==> src/rtl/card_lane_pkg.sv <==
package card_lane_pkg;

    // Kind of host access, decoded from the two enables and address bit 0
    typedef enum logic [2:0] {
        ACC_IDLE,
        ACC_EVEN,
        ACC_ODD_SWAP,
        ACC_ODD_ONLY,
        ACC_WORD
    } acc_kind_e;

    // Attribute commit machine
    typedef enum logic {
        ST_IDLE,
        ST_HOLD
    } wr_state_e;

endpackage

==> src/rtl/card_access_decode.sv <==
module card_access_decode
    import card_lane_pkg::*;
(
    input  logic      ce1_n,
    input  logic      ce2_n,
    input  logic      a0,
    input  logic      oe_n,
    input  logic      we_n,
    output acc_kind_e kind,
    output logic      rd_req,
    output logic      wr_req
);

    always_comb begin
        unique case ({ce1_n, ce2_n})
            2'b01:   kind = a0 ? ACC_ODD_SWAP : ACC_EVEN;
            2'b10:   kind = ACC_ODD_ONLY;
            2'b00:   kind = ACC_WORD;
            default: kind = ACC_IDLE;
        endcase
    end

    // A write strobe wins over a simultaneous output enable
    always_comb begin
        wr_req = (kind != ACC_IDLE) && !we_n;
        rd_req = (kind != ACC_IDLE) && !oe_n && we_n;
    end

endmodule

==> src/rtl/card_lane_steer.sv <==
module card_lane_steer
    import card_lane_pkg::*;
#(
    parameter int LANE_W = 8,
    localparam int BUS_W = 2 * LANE_W
) (
    input  acc_kind_e         kind,
    input  logic              common_sel,
    input  logic              attr_ok,
    input  logic              rd_req,
    input  logic              wr_req,
    input  logic              wp,
    input  logic [BUS_W-1:0]  hd_in,
    input  logic [BUS_W-1:0]  id_in,
    input  logic [LANE_W-1:0] attr_rd,
    output logic [BUS_W-1:0]  hd_out,
    output logic              hd_drv_hi,
    output logic              hd_drv_lo,
    output logic [BUS_W-1:0]  id_out,
    output logic              id_drv_hi,
    output logic              id_drv_lo,
    output logic              ext_oe_hi_n,
    output logic              ext_oe_lo_n,
    output logic              ext_we_hi_n,
    output logic              ext_we_lo_n
);

    logic [LANE_W-1:0] hd_lo, hd_hi, id_lo, id_hi;

    assign hd_lo = hd_in[LANE_W-1:0];
    assign hd_hi = hd_in[BUS_W-1:LANE_W];
    assign id_lo = id_in[LANE_W-1:0];
    assign id_hi = id_in[BUS_W-1:LANE_W];

    always_comb begin
        hd_out      = '0;
        hd_drv_hi   = 1'b0;
        hd_drv_lo   = 1'b0;
        id_out      = '0;
        id_drv_hi   = 1'b0;
        id_drv_lo   = 1'b0;
        ext_oe_hi_n = 1'b1;
        ext_oe_lo_n = 1'b1;
        ext_we_hi_n = 1'b1;
        ext_we_lo_n = 1'b1;
        if (common_sel) begin
            unique case (kind)
                ACC_EVEN: begin
                    if (rd_req) begin
                        ext_oe_lo_n           = 1'b0;
                        hd_out[LANE_W-1:0]    = id_lo;
                        hd_drv_lo             = 1'b1;
                    end
                    if (wr_req) begin
                        ext_we_lo_n           = wp;
                        id_out[LANE_W-1:0]    = hd_lo;
                        id_drv_lo             = 1'b1;
                    end
                end
                ACC_ODD_SWAP: begin
                    if (rd_req) begin
                        ext_oe_hi_n           = 1'b0;
                        hd_out[LANE_W-1:0]    = id_hi;
                        hd_drv_lo             = 1'b1;
                    end
                    if (wr_req) begin
                        ext_we_hi_n           = wp;
                        id_out[BUS_W-1:LANE_W] = hd_lo;
                        id_drv_hi             = 1'b1;
                    end
                end
                ACC_ODD_ONLY: begin
                    if (rd_req) begin
                        ext_oe_hi_n            = 1'b0;
                        hd_out[BUS_W-1:LANE_W] = id_hi;
                        hd_drv_hi              = 1'b1;
                    end
                    if (wr_req) begin
                        ext_we_hi_n            = wp;
                        id_out[BUS_W-1:LANE_W] = hd_hi;
                        id_drv_hi              = 1'b1;
                    end
                end
                ACC_WORD: begin
                    if (rd_req) begin
                        ext_oe_hi_n = 1'b0;
                        ext_oe_lo_n = 1'b0;
                        hd_out      = id_in;
                        hd_drv_hi   = 1'b1;
                        hd_drv_lo   = 1'b1;
                    end
                    if (wr_req) begin
                        ext_we_hi_n = wp;
                        ext_we_lo_n = wp;
                        id_out      = hd_in;
                        id_drv_hi   = 1'b1;
                        id_drv_lo   = 1'b1;
                    end
                end
                default: ;
            endcase
        end else if (attr_ok && rd_req) begin
            hd_out[LANE_W-1:0] = attr_rd;
            hd_drv_lo          = 1'b1;
        end
    end

endmodule

==> src/rtl/card_attr_store.sv <==
module card_attr_store
    import card_lane_pkg::*;
#(
    parameter int DEPTH  = 256,
    parameter int LANE_W = 8,
    localparam int IDX_W = $clog2(DEPTH)
) (
    input  logic              clk,
    input  logic              rst_n,
    input  logic              wr_any,
    input  logic              wp,
    input  logic [IDX_W-1:0]  idx,
    input  logic [LANE_W-1:0] wdata,
    output logic [LANE_W-1:0] rd_data
);

    wr_state_e         state, state_nx;
    logic              commit;
    logic [LANE_W-1:0] mem [DEPTH];

    // State register
    always_ff @(posedge clk or negedge rst_n) begin
        if (!rst_n) state <= ST_IDLE;
        else        state <= state_nx;
    end

    // Next state and commit output
    always_comb begin
        state_nx = state;
        commit   = 1'b0;
        unique case (state)
            ST_IDLE: begin
                if (wr_any && !wp) begin
                    commit   = 1'b1;
                    state_nx = ST_HOLD;    // COMMIT
                end
            end
            ST_HOLD: begin
                if (!wr_any) state_nx = ST_IDLE;  // RELEASE
            end
            default: state_nx = ST_IDLE;
        endcase
    end

    always_ff @(posedge clk or negedge rst_n) begin
        if (!rst_n) begin
            for (int i = 0; i < DEPTH; i++) mem[i] <= '0;
        end else if (commit) begin
            mem[idx] <= wdata;
        end
    end

    assign rd_data = mem[idx];


    wp_no_commit_chk: assert property (@(posedge clk) disable iff (!rst_n)
        (wp && state == ST_IDLE) |=> (state == ST_IDLE));


    commit_lands_chk: assert property (@(posedge clk) disable iff (!rst_n)
        ($rose(state == ST_HOLD) && $stable(idx)) |-> (rd_data == $past(wdata)));


    hold_keeps_chk: assert property (@(posedge clk) disable iff (!rst_n)
        (state == ST_HOLD && $past(state == ST_HOLD) && $stable(idx)) |-> $stable(rd_data));

endmodule

==> src/rtl/card_lane_ctrl.sv <==
module card_lane_ctrl
    import card_lane_pkg::*;
#(
    parameter int ADDR_W     = 25,
    parameter int DATA_W     = 16,
    parameter int ATTR_DEPTH = 256,
    localparam int LANE_W    = DATA_W / 2,
    localparam int IDX_W     = $clog2(ATTR_DEPTH),
    localparam int WIN_W     = IDX_W + 1,
    localparam int UP_W      = ADDR_W - WIN_W
) (
    input  logic              clk,
    input  logic              rst_n,
    input  logic              ce1_n,
    input  logic              ce2_n,
    input  logic              reg_n,
    input  logic              oe_n,
    input  logic              we_n,
    input  logic              wp,
    input  logic [ADDR_W-1:0] host_addr,
    input  logic [DATA_W-1:0] hd_in,
    output logic [DATA_W-1:0] hd_out,
    output logic              hd_drv_hi,
    output logic              hd_drv_lo,
    input  logic [DATA_W-1:0] id_in,
    output logic [DATA_W-1:0] id_out,
    output logic              id_drv_hi,
    output logic              id_drv_lo,
    output logic [UP_W-1:0]   ext_addr,
    output logic              ext_oe_hi_n,
    output logic              ext_oe_lo_n,
    output logic              ext_we_hi_n,
    output logic              ext_we_lo_n
);

    acc_kind_e         kind;
    logic              rd_req, wr_req;
    logic              attr_ok, attr_wr_any;
    logic [LANE_W-1:0] attr_rd;

    card_access_decode u_decode (
        .ce1_n  (ce1_n),
        .ce2_n  (ce2_n),
        .a0     (host_addr[0]),
        .oe_n   (oe_n),
        .we_n   (we_n),
        .kind   (kind),
        .rd_req (rd_req),
        .wr_req (wr_req)
    );

    // Attribute space answers only even single-byte accesses
    assign attr_ok     = !reg_n && (kind == ACC_EVEN);
    assign attr_wr_any = attr_ok && wr_req;

    card_attr_store #(
        .DEPTH  (ATTR_DEPTH),
        .LANE_W (LANE_W)
    ) u_store (
        .clk     (clk),
        .rst_n   (rst_n),
        .wr_any  (attr_wr_any),
        .wp      (wp),
        .idx     (host_addr[WIN_W-1:1]),
        .wdata   (hd_in[LANE_W-1:0]),
        .rd_data (attr_rd)
    );

    card_lane_steer #(
        .LANE_W (LANE_W)
    ) u_steer (
        .kind        (kind),
        .common_sel  (reg_n),
        .attr_ok     (attr_ok),
        .rd_req      (rd_req),
        .wr_req      (wr_req),
        .wp          (wp),
        .hd_in       (hd_in),
        .id_in       (id_in),
        .attr_rd     (attr_rd),
        .hd_out      (hd_out),
        .hd_drv_hi   (hd_drv_hi),
        .hd_drv_lo   (hd_drv_lo),
        .id_out      (id_out),
        .id_drv_hi   (id_drv_hi),
        .id_drv_lo   (id_drv_lo),
        .ext_oe_hi_n (ext_oe_hi_n),
        .ext_oe_lo_n (ext_oe_lo_n),
        .ext_we_hi_n (ext_we_hi_n),
        .ext_we_lo_n (ext_we_lo_n)
    );

    assign ext_addr = host_addr[ADDR_W-1:WIN_W];


    wp_we_chk: assert property (@(posedge clk) disable iff (!rst_n)
        wp |-> (ext_we_hi_n && ext_we_lo_n));


    idle_quiet_chk: assert property (@(posedge clk) disable iff (!rst_n)
        (ce1_n && ce2_n) |-> (ext_oe_hi_n && ext_oe_lo_n && ext_we_hi_n && ext_we_lo_n
                              && !hd_drv_hi && !hd_drv_lo && !id_drv_hi && !id_drv_lo));


    attr_no_ext_chk: assert property (@(posedge clk) disable iff (!rst_n)
        !reg_n |-> (ext_oe_hi_n && ext_oe_lo_n && ext_we_hi_n && ext_we_lo_n
                    && !id_drv_hi && !id_drv_lo));


    attr_hi_quiet_chk: assert property (@(posedge clk) disable iff (!rst_n)
        !reg_n |-> !hd_drv_hi);


    one_dir_chk: assert property (@(posedge clk) disable iff (!rst_n)
        !((hd_drv_hi || hd_drv_lo) && (id_drv_hi || id_drv_lo)));

endmodule

==> config.mk <==
export PLATFORM = sky130hd
export DESIGN_NAME = card_lane_ctrl
export DESIGN_NICKNAME = d
export VERILOG_FILES = /design/src/rtl/card_lane_pkg.sv /design/src/rtl/card_access_decode.sv /design/src/rtl/card_lane_steer.sv /design/src/rtl/card_attr_store.sv /design/src/rtl/card_lane_ctrl.sv
export SDC_FILE = /design/constraint.sdc
export NUM_CORES = 2
export LEC_CHECK = 0
export CORE_MARGIN = 4
export CORE_UTILIZATION = 45
export DETAILED_ROUTE_END_ITERATION = 6
export GPL_ROUTABILITY_DRIVEN = 0
export PLACE_DENSITY = 0.61
export SETUP_SLACK_MARGIN = 0.02
export SYNTH_ARGS = -nofsm -noshare
export SYNTH_HDL_FRONTEND = slang
export SYNTH_HIERARCHICAL = 1
export SYNTH_SLANG_ARGS = --single-unit
==> constraint.sdc <==
create_clock -name clk -period 5.9 [get_ports clk]
set_clock_uncertainty 0.15 [all_clocks]
set_input_delay 1.18 -clock clk [delete_from_list [all_inputs] [get_ports clk]]
set_output_delay 1.18 -clock clk [all_outputs]
set_load 0.01 [all_outputs]
==> out/metrics.cfg <==
[floorplan]
coreArea_um2=207000
rows=167
start_util=0.452
dieArea_um2=215000
die-width_um=464
fp.dieH_um=464
ios=121

[timing]
fin_crit_ps=5880
max_freq_mhz=170
setup_viol=0
rsz0062_at_grt=false
slew_headroom=0.207
fin_hold_ws_ps=111
maxSlewViolCount=0
hold_viol=0
period_share=0.997
tightest_slew_ps=1190
setup-tns-final_ps=0
layout_setup_ws_ps=19.3

[clock_network]
path_clk_slew_ps=60
clockBufferDepth=3
clock_latency_ps=830
cts_tree=built
cts_buffers=215
cts_root_buf=clkbuf_16
htree_levels=4
clkSinkCount=2049
ctsHoldBuffers=0

[power]
p_sw_mw=6.71
power_density_nw_per_um2=276
comb_power_share=0.049
ir_drop_mv=0.329
swShare=0.228
power_frac_clock=0.472
p_seq_frac=0.479
p_total_mw=29.5
cellLeakagePower_nw=50.6
p_int_mw=22.8

[routing]
drtIter0Drc=4004
drt-total-wl_um=259000
viasPerCell=6.03
wl_per_cell_um=28.8
via_count=54100
drc=0
antenna_left=0
first_pass_iters=5

[global_route]
grt_pass1_wl_um=391000
grt_pass1_vias=57700
grt_max_degree=173
grt_usage=0.241
grt.overflow.total=0
antenna_found_initial=8

[finish]
final_cell_mix=dfrtp_1 (2049), mux2_2 (2029), mux4_2 (512), a22oi_1 (235), clkbuf_16 (219)
drive_above_1_share=0.545
area_growth_pct=14.4
fill_cells=17100
final_cells=8972
layout_commonest_cell=dfrtp_1
final_util=0.517
nNetsFinal=6155
post-route-cell-area_um2=107000

[worst_hold_path]
hold_path_class=in2async

[worst_setup_path]
crit_fanout=16
critPathLaunchType=primary input
critPathCaptureType=primary output
critPathMaxStageDelay_ps=580
cp_slowest_cell=o41ai_4
path_delay_family=buffers and inverters
crit_chain=buf_16 -> buf_16 -> buf_16 -> buf_4 -> mux4_2 -> a22oi_2 -> a21oi_1 -> o41ai_4 -> buf_4 -> nand4_1 -> nand2_1 -> o21ai_1 -> dlygate4sd2_1
reg2reg_from=u_store/state
path_class=in2out
critPathArrivalTime_ps=4550
startpoint=host_addr[1]
worst_ep_required_time_ps=4570
critPathBufInv=6
cpMostUsedCell=buf_16

[placed_design]
place_area_um2=98800
post-dp-hpwl_um=163000
pre_cts_ws_ps=-815
place_inst=8551
port_buffers=88

[yosys]
synth_top_cells_by_area=dfrtp_1 (55%), mux2_2 (24%), mux4_2 (12%), a22oi_1 (2.1%), clkbuf_1 (1.2%)
netlist_instances=5960
synth_edf_count=0
yosys_warnings=6
synth_area_um2=93500
synth_cell_type_count=51
synth_top_area_cell=dfrtp_1
synth_nets=6025
synth_seq_cells=2049
syn_avg_cell_area_um2=15.7
yosysSeqAreaShare=0.548
synthFlopType=dfrtp_1
async_flop_share=1.00
netlist.area_leader.share=0.548

[outcome]
status=finished clean

[job]
drv_cap=0

==> final timing paths <==
path                       slack, ps                 to  cells past startpoint
setup reg to reg                2680   u_store/mem[167]                      7
setup / recovery                  20          hd_out[5]                     13
min in group clk                 340   u_store/mem[997]                      1
max in group asynchronous       3610  u_store/mem[1845]                      3
hold reg to reg                  340   u_store/mem[997]                      1
hold / removal                   110  u_store/mem[1161]                      1
==> flip-flops by register name (all words and copies together), names as in the netlist <==
register / flops
u_store/mem: 2048
u_store/state: 1
==> cell type report <==
cell class	instances	area, µm²	share of cell area
well taps	2704	3380	0.0316
diodes	5	12.5	0.000117
clock buffers	324	6490	0.0607
repair buffers	386	4280	0.0400
multi-input cells	3432	40700	0.380
inverters	6	22.5	0.000210
clock inverters	66	823	0.00769
flip-flops and latches	2049	51300	0.479
==> logic make-up (layout without fill, tap and decap cells) <==
logic type | count (synthesis) | in the layout | share of synthesized area
muxes | 2560 | 2560 | 0.370
and+or+nand+nor | 410 | 410 | 0.0253
other | 0 | 5 | 0
xor gates and xnor gates | 2 | 2 | 0.000187
DFF | 2049 | 2049 | 0.548
AOI/OAI and AO/OA | 460 | 460 | 0.0337
buffers and inverters | 479 | 782 | 0.0228
==> repair_timing <==
action	CTS	global route
setup buffers	12	11
gates cloned	3	0
pin swaps	19	5
setup endpoints to repair	8	2
resized for setup	91	13
==> cell usage after synthesis (3+ instances only) <==
| cell | instances |
|---|---|
| mux2_2 | 2029 |
| nand2b_1 | 9 |
| nor3_2 | 5 |
| nand2_2 | 4 |
| nand4_1 | 9 |
| inv_1 | 6 |
| buf_1 | 46 |
| dfrtp_1 | 2049 |
| nand3_1 | 5 |
| a221oi_1 | 7 |
| clkbuf_1 | 309 |
| buf_6 | 19 |
| o211ai_1 | 9 |
| a22oi_1 | 256 |
| o21ai_1 | 11 |
| buf_4 | 29 |
| nand2_1 | 163 |
| nor2_1 | 38 |
| and3b_1 | 3 |
| and2_1 | 25 |
| o41ai_1 | 31 |
| mux4_2 | 512 |
| mux2_1 | 19 |
| buf_2 | 68 |
| nor2_4 | 40 |
| nor2b_1 | 14 |
| a21oi_1 | 137 |
| nor4bb_1 | 7 |
| nor2_2 | 75 |
==> power groups by stage <==
| stage | clock [mW] | combinational [mW] | sequential [mW] |
|---|---|---|---|
| after floorplan | 0 | 0.653 | 14.4 |
| after global placement | 0 | 1.42 | 14.4 |
| after detailed placement | 0 | 1.43 | 14.4 |
| after CTS | 14.3 | 1.47 | 14.1 |
| after global routing | 14.8 | 1.56 | 14.1 |
| final | 13.9 | 1.45 | 14.1 |
==> metal layers <==
| metal | global-route usage | vias to the layer above | share of wire |
|---|---|---|---|
| met2 | 0.384 | 1303 | 0.48 |
| li1 | - | 22800 | - |
| met1 | 0.339 | 29700 | 0.44 |
| met4 | 0.0780 | 4 | 0.034 |
| met5 | 0 | - | 0.000081 |
| met3 | 0.0397 | 419 | 0.048 |
Power figures use the tool's default switching activity.
